File: src/rtl/vlp_pkg.sv
package vlp_pkg;

   // Prefix byte codes
   localparam logic [7:0] PB_LOCK  = 8'hF0;
   localparam logic [7:0] PB_REPNE = 8'hF2;
   localparam logic [7:0] PB_REPE  = 8'hF3;
   localparam logic [7:0] PB_OPSZ  = 8'h66;
   localparam logic [7:0] PB_ADSZ  = 8'h67;
   localparam int         SEG_N    = 6;

   typedef enum logic [2:0] {
      PK_NONE,
      PK_LOCK,
      PK_REP,
      PK_SEG,
      PK_OPSZ,
      PK_ADSZ
   } pfx_kind_e;

   typedef enum logic [1:0] {
      IMM_NONE,
      IMM_BYTE,
      IMM_WORD,
      IMM_HALF
   } imm_cls_e;

   typedef enum logic [2:0] {
      ST_PFX,
      ST_OP2,
      ST_SPEC,
      ST_SIB,
      ST_DISP,
      ST_IMM
   } state_e;

   typedef struct packed {
      logic       lock;
      logic [1:0] rep;
      logic [2:0] seg;
      logic       opsz;
      logic       adsz;
   } pfx_flags_t;

   typedef struct packed {
      logic       err;
      pfx_flags_t flags;
      logic       two_byte;
      logic [7:0] opcode;
      logic       has_spec;
      logic       has_sib;
      logic [2:0] disp_len;
      logic [2:0] imm_len;
   } desc_fields_t;

   // Immediate byte count for a class, given the operand-size override
   function automatic logic [2:0] imm_bytes(imm_cls_e cls, logic opsz);
      logic [2:0] n;
      case (cls)
         IMM_BYTE: n = 3'd1;
         IMM_WORD: n = opsz ? 3'd2 : 3'd4;
         IMM_HALF: n = 3'd2;
         default:  n = 3'd0;
      endcase
      return n;
   endfunction

endpackage

File: src/rtl/vlp_prefix_class.sv
module vlp_prefix_class
   import vlp_pkg::*;
(
   input  logic [7:0] byte_i,
   output logic       is_pfx_o,
   output pfx_kind_e  kind_o,
   output logic [2:0] code_o
);

   // Segment override bytes; code reported is position + 1
   localparam logic [7:0] SEG_TBL [SEG_N] = '{8'h2E, 8'h36, 8'h3E, 8'h26, 8'h64, 8'h65};

   logic [SEG_N-1:0] seg_hit;

   for (genvar g = 0; g < SEG_N; g++) begin : g_seg
      assign seg_hit[g] = (byte_i == SEG_TBL[g]);
   end

   always_comb begin
      kind_o = PK_NONE;
      code_o = 3'd0;
      if (|seg_hit) begin
         kind_o = PK_SEG;
         for (int i = 0; i < SEG_N; i++) begin
            if (seg_hit[i]) code_o = 3'(i + 1);
         end
      end else begin
         case (byte_i)
            PB_LOCK:  kind_o = PK_LOCK;
            PB_REPNE: begin kind_o = PK_REP; code_o = 3'd1; end
            PB_REPE:  begin kind_o = PK_REP; code_o = 3'd2; end
            PB_OPSZ:  kind_o = PK_OPSZ;
            PB_ADSZ:  kind_o = PK_ADSZ;
            default:  kind_o = PK_NONE;
         endcase
      end
   end

   assign is_pfx_o = (kind_o != PK_NONE);

endmodule

File: src/rtl/vlp_opcode_props.sv
module vlp_opcode_props
   import vlp_pkg::*;
#(
   parameter logic [7:0] IMM_MAP  = 8'b11_10_01_00,
   parameter int         SPEC_BIT = 2
) (
   input  logic [7:0] opc_i,
   input  logic       opsz_i,
   output logic       spec_o,
   output logic [2:0] imm_len_o
);

   localparam int ENTRIES = 4;

   if (SPEC_BIT < 2 || SPEC_BIT > 7) begin : g_bad_spec
      $error("SPEC_BIT must lie outside the immediate index bits");
   end

   logic [3*ENTRIES-1:0] len_flat;
   logic [7:0]           opc_unused;

   for (genvar g = 0; g < ENTRIES; g++) begin : g_ent
      assign len_flat[3*g +: 3] = imm_bytes(imm_cls_e'(IMM_MAP[2*g +: 2]), opsz_i);
   end

   assign imm_len_o  = len_flat[3*opc_i[1:0] +: 3];
   assign spec_o     = opc_i[SPEC_BIT];
   assign opc_unused = opc_i;

endmodule

File: src/rtl/vlp_spec_decode.sv
module vlp_spec_decode (
   input  logic [7:0] spec_i,
   input  logic       adsz_i,
   output logic       sib_o,
   output logic [2:0] disp_len_o
);

   logic [1:0] mode;
   logic [2:0] rm;
   logic [2:0] reg_unused;

   assign mode       = spec_i[7:6];
   assign rm         = spec_i[2:0];
   assign reg_unused = spec_i[5:3];

   assign sib_o = !adsz_i && (mode != 2'b11) && (rm == 3'd4);

   always_comb begin
      case (mode)
         2'd0: begin
            if (adsz_i) disp_len_o = (rm == 3'd6) ? 3'd2 : 3'd0;
            else        disp_len_o = (rm == 3'd5) ? 3'd4 : 3'd0;
         end
         2'd1:    disp_len_o = 3'd1;
         2'd2:    disp_len_o = adsz_i ? 3'd2 : 3'd4;
         default: disp_len_o = 3'd0;
      endcase
   end

endmodule

File: src/rtl/vlp_parse.sv
module vlp_parse
   import vlp_pkg::*;
#(
   parameter int         MAX_PFX  = 4,
   parameter logic [7:0] IMM_MAP  = 8'b11_10_01_00,
   parameter int         SPEC_BIT = 2,
   parameter logic [7:0] ESC_BYTE = 8'h0F,
   localparam int        MAX_LEN  = MAX_PFX + 12,
   localparam int        LEN_W    = $clog2(MAX_LEN + 1),
   localparam int        PFX_W    = $clog2(MAX_PFX + 2)
) (
   input  logic             clk,
   input  logic             rst_n,
   input  logic             in_valid,
   input  logic [7:0]       in_data,
   output logic             in_ready,
   output logic             out_valid,
   input  logic             out_ready,
   output logic [LEN_W-1:0] out_len,
   output logic             out_err,
   output logic [PFX_W-1:0] out_pfx_cnt,
   output logic             out_lock,
   output logic [1:0]       out_rep,
   output logic [2:0]       out_seg,
   output logic             out_opsz,
   output logic             out_adsz,
   output logic             out_two_byte,
   output logic [7:0]       out_opcode,
   output logic             out_has_modrm,
   output logic             out_has_sib,
   output logic [2:0]       out_disp_len,
   output logic [2:0]       out_imm_len
);

   if (MAX_PFX < 1 || MAX_PFX > 14) begin : g_bad_pfx
      $error("MAX_PFX out of supported range");
   end

   // ---------------- byte classifiers ----------------
   logic       pc_is_pfx;
   pfx_kind_e  pc_kind;
   logic [2:0] pc_code;
   logic       op_spec;
   logic [2:0] op_imm;
   logic       sp_sib;
   logic [2:0] sp_disp;

   // ---------------- parse state ----------------
   state_e           state_q, state_d;
   logic [LEN_W-1:0] len_q, len_d;
   logic [PFX_W-1:0] pcnt_q, pcnt_d;
   desc_fields_t     acc_q, acc_d;
   logic [2:0]       rem_q, rem_d;
   logic             done, take_op, go_disp, go_imm;
   logic             accept;

   // ---------------- descriptor slot ----------------
   logic             ov_q;
   logic [LEN_W-1:0] olen_q;
   logic [PFX_W-1:0] opcnt_q;
   desc_fields_t     ofld_q;

   vlp_prefix_class u_pfx (
      .byte_i   (in_data),
      .is_pfx_o (pc_is_pfx),
      .kind_o   (pc_kind),
      .code_o   (pc_code)
   );

   vlp_opcode_props #(
      .IMM_MAP  (IMM_MAP),
      .SPEC_BIT (SPEC_BIT)
   ) u_ops (
      .opc_i     (in_data),
      .opsz_i    (acc_q.flags.opsz),
      .spec_o    (op_spec),
      .imm_len_o (op_imm)
   );

   vlp_spec_decode u_spec (
      .spec_i     (in_data),
      .adsz_i     (acc_q.flags.adsz),
      .sib_o      (sp_sib),
      .disp_len_o (sp_disp)
   );

   assign in_ready = !ov_q || out_ready;
   assign accept   = in_valid && in_ready;

   // Next-state computation for the byte currently offered
   always_comb begin
      acc_d   = acc_q;
      len_d   = len_q + LEN_W'(1);
      pcnt_d  = pcnt_q;
      rem_d   = rem_q;
      state_d = state_q;
      done    = 1'b0;
      take_op = 1'b0;
      go_disp = 1'b0;
      go_imm  = 1'b0;

      case (state_q)
         ST_PFX: begin
            if (pc_is_pfx) begin
               pcnt_d = pcnt_q + PFX_W'(1);
               case (pc_kind)
                  PK_LOCK: acc_d.flags.lock = 1'b1;
                  PK_REP:  acc_d.flags.rep  = pc_code[1:0];
                  PK_SEG:  acc_d.flags.seg  = pc_code;
                  PK_OPSZ: acc_d.flags.opsz = 1'b1;
                  PK_ADSZ: acc_d.flags.adsz = 1'b1;
                  default: ;
               endcase
               if (pcnt_q == PFX_W'(MAX_PFX)) begin
                  acc_d.err = 1'b1;
                  done      = 1'b1;
               end
            end else if (in_data == ESC_BYTE) begin
               acc_d.two_byte = 1'b1;
               state_d        = ST_OP2;
            end else begin
               take_op = 1'b1;
            end
         end
         ST_OP2: take_op = 1'b1;
         ST_SPEC: begin
            acc_d.has_sib  = sp_sib;
            acc_d.disp_len = sp_disp;
            if (sp_sib) state_d = ST_SIB;
            else        go_disp = 1'b1;
         end
         ST_SIB: go_disp = 1'b1;
         ST_DISP: begin
            if (rem_q == 3'd1) go_imm = 1'b1;
            else               rem_d  = rem_q - 3'd1;
         end
         ST_IMM: begin
            if (rem_q == 3'd1) done  = 1'b1;
            else               rem_d = rem_q - 3'd1;
         end
         default: state_d = ST_PFX;
      endcase

      if (take_op) begin
         acc_d.opcode   = in_data;
         acc_d.has_spec = op_spec;
         acc_d.imm_len  = op_imm;
         if (op_spec) state_d = ST_SPEC;
         else         go_imm  = 1'b1;
      end

      if (go_disp) begin
         if (acc_d.disp_len != 3'd0) begin
            state_d = ST_DISP;
            rem_d   = acc_d.disp_len;
         end else begin
            go_imm = 1'b1;
         end
      end

      if (go_imm) begin
         if (acc_d.imm_len != 3'd0) begin
            state_d = ST_IMM;
            rem_d   = acc_d.imm_len;
         end else begin
            done = 1'b1;
         end
      end
   end

   always_ff @(posedge clk) begin
      if (!rst_n) begin
         state_q <= ST_PFX;
         len_q   <= '0;
         pcnt_q  <= '0;
         acc_q   <= '0;
         rem_q   <= '0;
         ov_q    <= 1'b0;
         olen_q  <= '0;
         opcnt_q <= '0;
         ofld_q  <= '0;
      end else begin
         if (ov_q && out_ready) ov_q <= 1'b0;
         if (accept) begin
            if (done) begin
               ov_q    <= 1'b1;
               olen_q  <= len_d;
               opcnt_q <= pcnt_d;
               ofld_q  <= acc_d;
               state_q <= ST_PFX;
               len_q   <= '0;
               pcnt_q  <= '0;
               acc_q   <= '0;
               rem_q   <= '0;
            end else begin
               state_q <= state_d;
               len_q   <= len_d;
               pcnt_q  <= pcnt_d;
               acc_q   <= acc_d;
               rem_q   <= rem_d;
            end
         end
      end
   end

   assign out_valid     = ov_q;
   assign out_len       = olen_q;
   assign out_err       = ofld_q.err;
   assign out_pfx_cnt   = opcnt_q;
   assign out_lock      = ofld_q.flags.lock;
   assign out_rep       = ofld_q.flags.rep;
   assign out_seg       = ofld_q.flags.seg;
   assign out_opsz      = ofld_q.flags.opsz;
   assign out_adsz      = ofld_q.flags.adsz;
   assign out_two_byte  = ofld_q.two_byte;
   assign out_opcode    = ofld_q.opcode;
   assign out_has_modrm = ofld_q.has_spec;
   assign out_has_sib   = ofld_q.has_sib;
   assign out_disp_len  = ofld_q.disp_len;
   assign out_imm_len   = ofld_q.imm_len;

   // ---------------- assertions ----------------

   hold_stable_chk: assert property (@(posedge clk) disable iff (!rst_n)
      out_valid && !out_ready |=> out_valid && $stable(out_len) && $stable(ofld_q) && $stable(out_pfx_cnt));


   len_sum_chk: assert property (@(posedge clk) disable iff (!rst_n)
      out_valid && !out_err |-> out_len == LEN_W'(out_pfx_cnt) + LEN_W'(1) + LEN_W'(out_two_byte)
         + LEN_W'(out_has_modrm) + LEN_W'(out_has_sib) + LEN_W'(out_disp_len) + LEN_W'(out_imm_len));


   len_bound_chk: assert property (@(posedge clk) disable iff (!rst_n)
      len_q < LEN_W'(MAX_LEN));


   err_shape_chk: assert property (@(posedge clk) disable iff (!rst_n)
      out_valid && out_err |-> out_len == LEN_W'(MAX_PFX + 1) && out_pfx_cnt == PFX_W'(MAX_PFX + 1)
         && !out_two_byte && !out_has_modrm && out_imm_len == 3'd0);


   sib_mode_chk: assert property (@(posedge clk) disable iff (!rst_n)
      out_valid && out_has_sib |-> out_has_modrm && !out_adsz);


   disp_size_chk: assert property (@(posedge clk) disable iff (!rst_n)
      out_valid && out_disp_len != 3'd0 |-> out_has_modrm && (out_adsz ? out_disp_len != 3'd4 : out_disp_len != 3'd2));


   pfx_bound_chk: assert property (@(posedge clk) disable iff (!rst_n)
      out_valid && !out_err |-> out_pfx_cnt <= PFX_W'(MAX_PFX));


   new_desc_chk: assert property (@(posedge clk) disable iff (!rst_n)
      $rose(out_valid) |-> $past(in_valid && in_ready));

endmodule

File: config.mk
export PLATFORM = sky130hd
export DESIGN_NAME = vlp_parse
export DESIGN_NICKNAME = d
export VERILOG_FILES = /design/src/rtl/vlp_pkg.sv /design/src/rtl/vlp_prefix_class.sv /design/src/rtl/vlp_opcode_props.sv /design/src/rtl/vlp_spec_decode.sv /design/src/rtl/vlp_parse.sv
export SDC_FILE = /design/constraint.sdc
export NUM_CORES = 1
export LEC_CHECK = 0
export ABC_AREA = 1
export BUFFER_PORTS_ARGS = -buffer_cell sky130_fd_sc_hd__buf_2
export CORE_MARGIN = 2
export CORE_UTILIZATION = 58
export DETAILED_ROUTE_END_ITERATION = 16
export PLACE_DENSITY = 0.91
export SYNTH_ARGS = -nofsm -noshare
export SYNTH_HDL_FRONTEND = slang
export SYNTH_SLANG_ARGS = --single-unit
File: constraint.sdc
create_clock -name clk -period 3.1 [get_ports clk]
set_clock_uncertainty 0.1 [all_clocks]
set_input_delay 0.31 -clock clk [delete_from_list [all_inputs] [get_ports clk]]
set_output_delay 0.31 -clock clk [all_outputs]
set_load 0.05 [all_outputs]
Yosys cells after proc, flatten, opt, wreduce, memory -nomap -nowiden
Cells that the tools add are included.
{"block": "classes", "n_addsub": 3, "mux": 71, "shift": 1, "multipliers": 1, "eq_ne": 30, "n_reduce_logical": 17}
{"operator": "$mux W3", "count": 31}
{"operator": "$eq A8 B6 Y1 const B", "count": 4}
{"operator": "$eq A8 B7 Y1 const B", "count": 4}
{"operator": "$mux W26", "count": 1}
{"operator": "$eq A3 B3 Y1 const B", "count": 8}
{"operator": "$eq A8 B8 Y1 const B", "count": 3}
{"operator": "$mux W1", "count": 23}
{"operator": "$mux W9", "count": 2}
{"operator": "$pmux W3 S3", "count": 2}
{"operator": "$eq A3 B2 Y1 const B", "count": 4}
{"operator": "$pmux W3 S4", "count": 1}
{"operator": "$shiftx A12 B5 Y3", "count": 1}
{"operator": "$mux W10", "count": 1}
{"operator": "$eq A3 B1 Y1 const B", "count": 3}
{"operator": "$reduce_bool A3 Y1", "count": 3}
{"operator": "$eq A8 B4 Y1 const B", "count": 1}
{"operator": "$mux W2", "count": 4}
{"operator": "$pmux W1 S2", "count": 3}
{"operator": "$reduce_or A6 Y1", "count": 1}
{"operator": "$add A5 B1 Y5 const B", "count": 1}
{"operator": "$mux W5", "count": 1}
{"operator": "$logic_and A1 B1 Y1", "count": 4}
{"operator": "$mul A2 B2 Y4 const A", "count": 1}
{"operator": "$mux W4", "count": 1}
{"operator": "13 further kinds", "count": 15}
{"block": "totals", "inputBits": 12, "elab_cells": 154, "reg_bits": 75, "output_inout_bits": 36}

Longest topological paths before layout
Gate-level depths: netlist of the first run.
{"block": "logic_depth", "ltp_word": 14, "ltp_mapped": 21, "ltp_nobuf": 19}

By module
A second synthesis of the first run with hierarchy kept.
{"block": "unflattened", "cells_unflattened": 586, "area_unflattened_um2": 3871.2}
{"mod": "vlp_parse", "area_each_um2": 3508.4, "seq_area_each_um2": 1501.4, "n_inst": 1, "cells_each": 507}
{"mod": "vlp_prefix_class", "area_each_um2": 256.5, "seq_area_each_um2": 0.0, "n_inst": 1, "cells_each": 54}
{"mod": "vlp_spec_decode", "area_each_um2": 66.3, "seq_area_each_um2": 0.0, "n_inst": 1, "cells_each": 16}
{"mod": "vlp_opcode_props", "area_each_um2": 40.0, "seq_area_each_um2": 0.0, "n_inst": 1, "cells_each": 9}

Worst setup path after synthesis of the first run
Ideal clock, no wire load.
{"block": "synth_timing", "path_type": "register -> register", "from": "reg ov_q (netlist: out_valid)", "to": "reg ofld_q (netlist bit out_rep[1])", "required_ps": 2884, "stages_incl_launch_ff": 10, "period_less_slack_ps": 2376, "n_path_buf": 2, "slack_ps": 724, "setup_ps": 116, "t_arrival_ps": 2160, "path_cell_list": "dfxtp_1 nand2_1 nand2_1 inv_1 nand2_4 inv_2 buf_6 buf_8 nor2_2 nor2_1"}
{"block": "synth_between", "elab_chain_cells": 4}
{"element": "from (decl)", "line": "vlp_parse.sv:58", "text": "logic ov_q;"}
{"element": "from (signal assigned)", "line": "vlp_parse.sv:178", "text": "ov_q <= 1'b0;"}
{"element": "from (signal assigned)", "line": "vlp_parse.sv:183", "text": "if (ov_q && out_ready) ov_q <= 1'b0;"}
{"element": "from (signal assigned)", "line": "vlp_parse.sv:186", "text": "ov_q <= 1'b1;"}
{"element": "$logic_not A1 Y1", "line": "vlp_parse.sv:87", "text": "assign in_ready = !ov_q || out_ready;"}
{"element": "$logic_or A1 B1 Y1", "line": "vlp_parse.sv:87"}
{"element": "named net in_ready", "line": "vlp_parse.sv:16", "text": "output logic in_ready,"}
{"element": "$logic_and A1 B1 Y1", "line": "vlp_parse.sv:88", "text": "assign accept = in_valid && in_ready;"}
{"element": "$reduce_and A2 Y1 (no source line)"}
{"element": "to (signal assigned)", "line": "vlp_parse.sv:181", "text": "ofld_q <= '0;"}
{"element": "to (signal assigned)", "line": "vlp_parse.sv:189", "text": "ofld_q <= acc_d;"}
{"element": "to (decl)", "line": "vlp_parse.sv:61", "text": "desc_fields_t ofld_q;"}
The timed path passes the listed nets, and every way through them passes these cells.
A chain may end at the register's enable or synchronous reset.

Worst setup path in the final report of the first run
{"block": "layout_timing", "from": "reg state_q[1]", "to": "reg olen_q[4] (netlist: out_len[4])"}
{"block": "layout_between", "elab_chain_cells": 8, "word_cells_on_any_way": 21, "classes_between": "5 x eq/ne; 12 x mux; 4 x reduce/logical"}
{"element": "from (decl)", "line": "vlp_parse.sv:49", "text": "state_e state_q, state_d;"}
{"element": "from (signal assigned)", "line": "vlp_parse.sv:196", "text": "state_q <= state_d;"}
{"element": "$eq A3 B3 Y1", "line": "vlp_parse.sv:102", "text": "case (state_q)"}
{"element": "$mux W1", "line": "vlp_parse.sv:102"}
{"element": "$mux W1", "line": "vlp_parse.sv:148", "text": "if (op_spec) state_d = ST_SPEC;"}
{"element": "$mux W1", "line": "vlp_parse.sv:144", "text": "if (take_op) begin"}
{"element": "$mux W1", "line": "vlp_parse.sv:153", "text": "if (acc_d.disp_len != 3'd0) begin"}
{"element": "$mux W1", "line": "vlp_parse.sv:152", "text": "if (go_disp) begin"}
{"element": "$mux W1 *", "line": "vlp_parse.sv:161", "text": "if (go_imm) begin"}
{"element": "$reduce_and A2 Y1 (no source line) *"}
{"element": "to (signal assigned)", "line": "vlp_parse.sv:187", "text": "olen_q <= len_d;"}
{"element": "to (decl)", "line": "vlp_parse.sv:59", "text": "logic [LEN_W-1:0] olen_q;"}
Every way passes the cells marked *; elsewhere a longest branch is shown, timed or not.

==> results of run 1 <==
==> cell type report <==
| cell class | instances | area (µm²) |
|---|---|---|
| Fill cell | 548 | 2130 |
| Multi-Input combinational cell | 403 | 1930 |
| Sequential cell | 75 | 1500 |
| Timing Repair Buffer | 53 | 293 |
| Inverter | 43 | 164 |
| Clock buffer | 11 | 141 |
| Tap cell | 77 | 96.3 |
| Clock inverter | 4 | 27.5 |
==> registers in the layout, indices dropped and copies added (netlist names), 2 cells and up <==
name and flops:
len_q 5, out_imm_len 3, out_pfx_cnt 3, acc_q 26, out_seg 3, rem_q 3
state_q 3, out_rep 2, out_len 5, pcnt_q 3, out_disp_len 3, out_opcode 8
==> power breakdown <==
part	leakage, nW	switching, W	total, W	internal, W
Combinational	1.14	0.000516	0.000695	0.000179
Clock	0.0774	0.000361	0.000667	0.000306
Sequential	0.609	0.0000450	0.00109	0.00104
==> critical path, cell delays in order (launching register included) <==
cell     delay (ns)
dfxtp_1        0.41
inv_2          0.06
nor2_1         0.12
inv_1          0.07
nor2_1         0.14
inv_1          0.14
nand2_1        0.08
and2_1         0.14
nand2_1        0.07
nor2_1         0.09
nand2_1        0.05
nand2_1        0.08
a21oi_2        0.04
nor2_1         0.13
nand2_2        0.09
nand2_4        0.09
nand2_4        0.15
inv_4          0.18
buf_12         0.20
nand2_1        0.08
a21oi_1        0.12
==> metrics by stage <==
| stage | cell area, µm² | setup TNS (ns) | util | power, W |
|---|---|---|---|---|
| global placement | 3980 | 0 | 0.633 | 0.00177 |
| global route | 4150 | -0.0573 | 0.661 | 0.00256 |
| CTS | 4150 | 0 | 0.660 | 0.00245 |
| detailed placement | 3980 | 0 | 0.633 | 0.00179 |
| floorplan | 3700 | 0 | - | 0.00164 |
| finish | 4150 | 0 | 0.661 | 0.00245 |
==> timing repair <==
action,4_1_cts,5_1_grt
setup endpoints to repair,0,30
endpoints found under the hold margin,0,0
gates resized for setup,0,2
==> metal layers <==
metal / routed length, µm / track usage / share of wire
met5: 0 / 0 / 0
met3: 622 / 0.0682 / 0.069
met1: 3920 / 0.330 / 0.44
met2: 4260 / 0.435 / 0.47
met4: 202 / 0.101 / 0.022
==> path summary, 6_finish.rpt <==
path	to	slack (ns)	depth (start not counted)	startpoint
worst max-delay path	out_len[4]$_SDFFE_PN0P_	0.38	20	state_q[1]$_SDFFE_PN0P_
worst min-delay path	out_valid$_SDFF_PN0_	0.18	4	out_ready
worst max register to register	out_len[4]$_SDFFE_PN0P_	0.38	20	state_q[1]$_SDFFE_PN0P_
worst min register to register	out_len[3]$_SDFFE_PN0P_	0.37	2	out_len[3]$_SDFFE_PN0P_
==> cells by family (layout without fill, tap and decap cells) <==
| group | Yosys count | after routing | share of synthesized area |
|---|---|---|---|
| adder cells (fa/ha/maj) | 5 | 5 | 0.0169 |
| flip-flops | 75 | 75 | 0.406 |
| buffers and inverters | 64 | 111 | 0.0747 |
| AND/OR/NAND/NOR | 285 | 285 | 0.336 |
| AO/OA/AOI/OAI | 106 | 106 | 0.149 |
| XOR/XNOR | 6 | 6 | 0.0142 |
| multiplexers | 1 | 1 | 0.00304 |
==> synthesized netlist by cell type (6+ instances only) <==
library cell and count:
o21ai_0 53, nor2_1 77, clkbuf_1 11, nand2_2 7, inv_1 35, nand3_1 18
dfxtp_1 75, nor2_2 6, inv_2 8, a21oi_1 46, nand2_1 153
==> impl_metrics.csv, run 1 <==
group,metric,value,unit
run_status,status,"complete, no violations",
route,wirelength,9.00,mm
critical_path,required,3.28,ns
placement,globalplace.congestion,0.987,
yosys,synth_area_leaders,"dfxtp_1, nand2_1, nor2_1, o21ai_0, a21oi_1",
cells_and_area,layout.nets,602,
power_and_ir_drop,power_density,590,mW/mm²
critical_path,cp-start-kind,"flip-flop",
floorplan,core,0.00628,mm²
clocking,hold_buffers,0,
clocking,tritoncts,"done",
yosys,yosysSeqAreaShare,0.406,
yosys,syn_nets,559,
cells_and_area,final_cell_mix,"nand2_1, nor2_1, dfxtp_1",
yosys,yosys_warnings,0,
clocking,post_cts_buffers,0,
floorplan,initial_core_util,0.590,
yosys,synth_top_area_share,0.406,
grt,grt_pass1_wl,15.1,mm
timing,post-route-period-util,0.878,
floorplan,io_pins,48,
timing,setup_viol,0,
grt,grt_pass1_vias,3431,
timing,max_freq,367,MHz
placement,dp_hpwl,6.32,mm
yosys,synth_area_leader_cell,"dfxtp_1",
timing,period_minus_slack,2.72,ns
timing,worstMarginPinSlew,0.836,ns
route,drc,0,
floorplan,die_area,0.00704,mm²
yosys,ys_seq_elements,75,
grt,grt_usage,0.264,
clocking,cts-htree-levels,3,
critical_path,crit_type,"reg2reg",
critical_path,worstPathArrival,2.91,ns
route,final_antenna_net_count,0,
placement,placed_cells,651,
hold_path,hold_path.class,"in2reg",
grt,antenna_found_initial,0,
cells_and_area,layout.cells.non_filler,666,
clocking,cts_made_buffers,9,
clocking,cts_sinks,75,
cells_and_area,antennaDiodeCount,0,
yosys,synthCells,542,
route,num_vias,3636,
yosys,ys_types,37,
timing,holdWs,0.179,ns
route,drt_first_pass_iters,5,
timing,hold_viol_final,0,
route,drtIter0Drc,260,
cells_and_area,drive_gt1_frac,0.182,
route,wire_per_inst,13.5,µm
route,avgViaCountPerCell,5.46,
clocking,cts.path.max_buffers,2,
critical_path,path_max_fanout,30,
placement,place_ws,0.184,ns
placement,port_buffers,47,
power_and_ir_drop,p_leak,1.83,nW
grt,overflow,0,
cells_and_area,layout_commonest_cell,"nand2_1",
clocking,clk_latency,0.36,ns
clocking,cts_root_buf,"clkbuf_8",
cells_and_area,synthToLayoutAreaGrowth,12.1,%
floorplan,die_w,83.9,µm
clocking,clkSlewWorstSetupHoldPaths,0.08,ns
yosys,synth_area,0.00370,mm²
floorplan,rows,29,
yosys,synth.avg_cell_area,6.83,µm²
yosys,ys_dominant_reg_cell,"dfxtp_1",
grt,grt_max_degree,47,
timing,drv_slew,0,
yosys,synth-edff-count,0,
critical_path,endpoint_kind,"flip-flop",
timing,max-slew-margin-rel,0.443,
floorplan,die_h,83.9,µm
power_and_ir_drop,ir_drop,0.408,mV
run,maxCapViolations,0,
timing,setup_slack,0.377,ns
yosys,synthArstFlopShare,0,
Note: power is estimated with default switching activity, not from simulation.
==> run 2, diff against run 1 <==
--- a/config.mk
+++ b/config.mk
@@ -7,10 +7,12 @@
 export LEC_CHECK = 0
 export ABC_AREA = 1
 export BUFFER_PORTS_ARGS = -buffer_cell sky130_fd_sc_hd__buf_2
+export CORE_ASPECT_RATIO = 0.8
 export CORE_MARGIN = 2
 export CORE_UTILIZATION = 58
 export DETAILED_ROUTE_END_ITERATION = 16
 export PLACE_DENSITY = 0.91
+export REMOVE_ABC_BUFFERS = 1
 export SYNTH_ARGS = -nofsm -noshare
 export SYNTH_HDL_FRONTEND = slang
 export SYNTH_SLANG_ARGS = --single-unit
==> impl_metrics.csv, run 2 (synthesized netlist as in run 1, its figures left out) <==
group,metric,value,unit
grt,grt_usage,0.276,
floorplan,die_h,75.5,µm
floorplan,rows,26,
clocking,cts.path.max_buffers,2,
route,drt_first_pass_iters,5,
critical_path,cp-start-kind,"flip-flop",
placement,globalplace.congestion,0.992,
clocking,hold_buffers,0,
clocking,cts_made_buffers,9,
route,drtIter0Drc,181,
critical_path,required,3.29,ns
clocking,ctsResizeCount,0,
placement,dp_hpwl,6.59,mm
critical_path,worstPathArrival,2.91,ns
critical_path,endpoint_kind,"flip-flop",
floorplan,die_w,93.3,µm
route,wire_per_inst,13.7,µm
route,drc,0,
cells_and_area,layout_commonest_cell,"nand2_1",
grt,grt_max_degree,47,
critical_path,crit_type,"reg2reg",
cells_and_area,layout.nets,604,
timing,rsz0062_at_grt,"false",
run_status,status,"complete, no violations",
clocking,cts_sinks,75,
cells_and_area,final_cell_mix,"nand2_1, nor2_1, dfxtp_1",
timing,fin_setup_tns,0,ns
critical_path,path_max_fanout,15,
timing,max-slew-margin-rel,0.423,
cells_and_area,antennaDiodeCount,0,
timing,hold_viol_final,0,
clocking,cts_root_buf,"clkbuf_8",
floorplan,core,0.00628,mm²
route,final_antenna_net_count,0,
cells_and_area,drive_gt1_frac,0.189,
placement,port_buffers,47,
run,maxCapViolations,0,
floorplan,initial_core_util,0.590,
clocking,tritoncts,"done",
power_and_ir_drop,power_density,640,mW/mm²
power_and_ir_drop,finalPower,0.00272,W
route,wirelength,9.25,mm
cells_and_area,regMostFlops,"acc_q",
cells_and_area,largest_reg_flops,26,
clocking,clk_latency,0.36,ns
cells_and_area,post-route-util,0.677,
placement,placed_cells,660,
power_and_ir_drop,ir_drop,0.430,mV
timing,setup_viol,0,
route,avgViaCountPerCell,5.32,
grt,grt_pass1_wl,15.1,mm
cells_and_area,layout.cells.non_filler,676,
cells_and_area,synthToLayoutAreaGrowth,14.7,%
clocking,post_cts_buffers,0,
route,num_vias,3595,
clocking,cts-htree-levels,3,
grt,overflow,0,
timing,period_minus_slack,2.72,ns
floorplan,io_pins,48,
timing,drv_slew,0,
timing,post-route-period-util,0.876,
clocking,clkSlewWorstSetupHoldPaths,0.08,ns
floorplan,die_area,0.00704,mm²
power_and_ir_drop,p_leak,1.88,nW
hold_path,hold_path.class,"in2reg",
grt,grt_pass1_vias,3279,
timing,worstMarginPinSlew,0.864,ns
timing,max_freq,368,MHz
grt,antenna_found_initial,0,
## run 2: where the power goes
group          total [W]  leakage, nW  switching [W]  internal [W]
registers        0.00109        0.609      0.0000459       0.00104
logic           0.000696         1.15       0.000517      0.000179
clock network   0.000934        0.126       0.000377      0.000558
total            0.00272         1.88       0.000939       0.00178
## run 2: worst max-delay path: stages, from the launching register on
cell     delay, ns
dfxtp_1       0.41
inv_2         0.06
nor2_1        0.14
inv_1         0.07
nor2_1        0.17
inv_1         0.15
o21ai_2       0.19
nand2_1       0.09
nor2_1        0.09
nand2_1       0.05
nand2_1       0.07
a21oi_2       0.05
nor2_1        0.12
nand2_2       0.08
nand2_4       0.09
nand2_4       0.12
inv_4         0.19
buf_4         0.24
nor2_1        0.07
nor2_1        0.10
## run 2: layer usage
layer	global-route usage	vias to the layer above	routed length, µm
met1	0.347	1632	4230
met2	0.468	121	4340
li1	-	1824	-
met4	0.103	0	168
met3	0.0692	18	516
met5	0	-	0
## run 2: worst paths after layout
| path | slack, ns | end | cells past startpoint | startpoint |
|---|---|---|---|---|
| setup / recovery | 0.38 | out_opcode[1]$_SDFFE_PN0P_ | 19 | state_q[1]$_SDFFE_PN0P_ |
| hold / removal | 0.14 | out_valid$_SDFF_PN0_ | 4 | out_ready |
| setup reg to reg | 0.38 | out_opcode[1]$_SDFFE_PN0P_ | 19 | state_q[1]$_SDFFE_PN0P_ |
| hold reg to reg | 0.37 | acc_q[14]$_SDFFE_PN0P_ | 2 | acc_q[14]$_SDFFE_PN0P_ |
## run 2: cell type report
type	instances	area, µm²
Clock buffer	10	138
Clock inverter	6	113
Fill cell	556	2030
Inverter	43	164
Multi-Input combinational cell	403	1930
Sequential cell	75	1500
Tap cell	84	105
Timing Repair Buffer	55	295
## run 2: metrics by stage
| step | hold WS (ns) | setup slack, ns | instance area (µm²) |
|---|---|---|---|
| after floorplan | 0.341 | 0.0307 | 3590 |
| after global placement | 0.347 | 0.266 | 3990 |
| after detailed placement | 0.358 | 0.184 | 3990 |
| after CTS | 0.123 | 0.250 | 4240 |
| after global routing | 0.183 | 0.0288 | 4250 |
| final | 0.140 | 0.384 | 4250 |
==> run 3, diff against run 2 <==
--- a/config.mk
+++ b/config.mk
@@ -7,11 +7,13 @@
 export LEC_CHECK = 0
 export ABC_AREA = 1
 export BUFFER_PORTS_ARGS = -buffer_cell sky130_fd_sc_hd__buf_2
+export CELL_PAD_IN_SITES_DETAIL_PLACEMENT = 0
+export CELL_PAD_IN_SITES_GLOBAL_PLACEMENT = 2
 export CORE_ASPECT_RATIO = 0.8
 export CORE_MARGIN = 2
-export CORE_UTILIZATION = 58
+export CORE_UTILIZATION = 32
 export DETAILED_ROUTE_END_ITERATION = 16
-export PLACE_DENSITY = 0.91
+export PLACE_DENSITY = 0.9
 export REMOVE_ABC_BUFFERS = 1
 export SYNTH_ARGS = -nofsm -noshare
 export SYNTH_HDL_FRONTEND = slang
==> impl_metrics.csv, run 3 (synthesized netlist as in run 1, its figures left out) <==
group,metric,value,unit
cells_and_area,fill_cells,1236,
cells_and_area,regMostFlops,"acc_q",
critical_path,cpPeakStageDelay,0.37,ns
power_and_ir_drop,power_switching,0.000971,W
critical_path,crit-reg2reg-launch,"state_q[1]$_SDFFE_PN0P_",
critical_path,required,3.27,ns
critical_path,worstPathArrival,2.86,ns
critical_path,endpoint_kind,"flip-flop",
route,avgViaCountPerCell,4.73,
grt,antenna_found_initial,0,
grt,grt_pass1_wl,16.2,mm
cells_and_area,antennaDiodeCount,0,
placement,globalplace.congestion,0.880,
floorplan,die_area,0.0125,mm²
placement,placed_cells,723,
floorplan,rows,35,
route,wirelength,9.69,mm
route,drtIter0Drc,174,
power_and_ir_drop,power_density,653,mW/mm²
timing,holdWs,0.163,ns
power_and_ir_drop,sequentialPowerShare,0.381,
placement,dp_hpwl,6.75,mm
floorplan,die_h,100,µm
hold_path,hold_path.class,"in2reg",
clocking,cts_made_buffers,9,
timing,period_minus_slack,2.69,ns
clocking,ctsResizeCount,0,
critical_path,r2r_slack,0.41,ns
critical_path,path_max_fanout,14,
timing,hold_viol_final,0,
critical_path,crit_type,"reg2reg",
cells_and_area,drive_gt1_frac,0.184,
power_and_ir_drop,p_comb_frac,0.244,
timing,max-slew-margin-rel,0.393,
hold_path,min_from,"out_ready",
clocking,cts.path.max_buffers,2,
power_and_ir_drop,p_leak,1.91,nW
floorplan,core,0.0114,mm²
timing,rsz0062_at_grt,"false",
grt,grt_max_degree,47,
timing,setup_viol,0,
clocking,clkSlewWorstSetupHoldPaths,0.06,ns
grt,grt_usage,0.162,
critical_path,crit_top_cell,"nor2_1",
timing,fin_setup_tns,0,ns
placement,placement.cell_area,0.00407,mm²
cells_and_area,layout_commonest_cell,"nand2_1",
route,drt_first_pass_iters,4,
grt,overflow,0,
run,maxCapViolations,0,
floorplan,die_w,124,µm
route,num_vias,3498,
cells_and_area,layout.cells.non_filler,739,
clocking,clk_latency,0.34,ns
placement,port_buffers,47,
floorplan,initial_core_util,0.325,
power_and_ir_drop,ir_drop,0.279,mV
timing,post-route-period-util,0.867,
clocking,post_cts_buffers,0,
cells_and_area,layout.nets,603,
clocking,tritoncts,"done",
cells_and_area,final_cell_mix,"nand2_1, nor2_1, dfxtp_1",
route,final_antenna_net_count,0,
critical_path,reg2reg_depth,19,
critical_path,path_cells,"inv_2, nor2_1, inv_1, nor2_1, inv_1, o21ai_2, nand2_1, nor2_1, nand2_1, nand2_1, a21oi_2, nor2_1, nand2_2, nand2_4, nand2_4, inv_2, buf_4, nor2_1, nor2_1",
floorplan,io_pins,48,
power_and_ir_drop,p_int,0.00189,W
cells_and_area,largest_reg_flops,26,
hold_path,holdPathEnd,"out_valid$_SDFF_PN0_",
timing,worstMarginPinSlew,0.909,ns
route,drc,0,
cells_and_area,stdcell_area,0.00438,mm²
critical_path,cp-start-kind,"flip-flop",
critical_path,startpoint,"state_q[1]$_SDFFE_PN0P_",
hold_path,hold_depth,4,
clocking,cts-htree-levels,3,
power_and_ir_drop,clkPwrFrac,0.376,
critical_path,regToRegEndpoint,"out_imm_len[0]$_SDFFE_PN0P_",
power_and_ir_drop,p_sw_frac,0.339,
grt,grt_pass1_vias,3326,
timing,drv_slew,0,
run_status,status,"complete, no violations",
route,wire_per_inst,13.1,µm
clocking,cts_root_buf,"clkbuf_16",
clocking,hold_buffers,0,
clocking,cts_sinks,75,
timing,max_freq,372,MHz
cells_and_area,synthToLayoutAreaGrowth,18.4,%
critical_path,cpMaxStageDelayCell,"dfxtp_1",
==> run 3: layer usage <==
layer | vias up | track usage | wire length, µm
met5 | - | 0 | 0
met4 | 0 | 0.0441 | 99
met3 | 10 | 0.0421 | 517
met2 | 79 | 0.256 | 4130
met1 | 1589 | 0.220 | 4950
li1 | 1820 | - | -
==> run 3: worst max path at each step <==
stage	end	slack (ns)	cells after the start
after CTS	out_imm_len[0]$_SDFFE_PN0P_	0.31	19
after floorplan	out_len[1]$_SDFFE_PN0P_	0.03	7
after detailed placement	out_imm_len[2]$_SDFFE_PN0P_	0.22	20
final	out_imm_len[0]$_SDFFE_PN0P_	0.41	19
after global routing	out_imm_len[0]$_SDFFE_PN0P_	0.03	19
after global placement	out_len[0]$_SDFFE_PN0P_	0.27	20
==> run 3: final cells by class <==
type | instances | area (µm²) | area share
clock inverter | 4 | 48.8 | 0.0111
inverter | 43 | 161 | 0.0368
clock buffer | 12 | 256 | 0.0585
multi-input combinational | 403 | 1930 | 0.440
sequential | 75 | 1500 | 0.343
tap | 148 | 185 | 0.0423
timing repair buffer | 54 | 300 | 0.0685
==> run 3: stage by stage <==
step	power, W	utilization	worst slack, ns
after floorplan	0.00161	-	0.0307
after global placement	0.00181	0.358	0.273
after detailed placement	0.00181	0.358	0.215
after CTS	0.00290	0.385	0.315
after global routing	0.00301	0.385	0.0286
final	0.00286	0.385	0.413
==> run 3: critical path, delay by kind of cell, from the launching register on <==
kind                   cells  cell delay (ns)
buffers and inverters      5             0.75
AND/OR/NAND/NOR           12             1.10
AO/OA/AOI/OAI              2             0.28
flip-flops                 1             0.37
==> run 3: power groups by stage <==
stage	clock (W)	combinational [W]	sequential, W
global route	0.00114	0.000772	0.00110
global placement	0	0.000697	0.00111
finish	0.00108	0.000698	0.00109
floorplan	0	0.000332	0.00128
CTS	0.00111	0.000702	0.00109
detailed placement	0	0.000699	0.00111
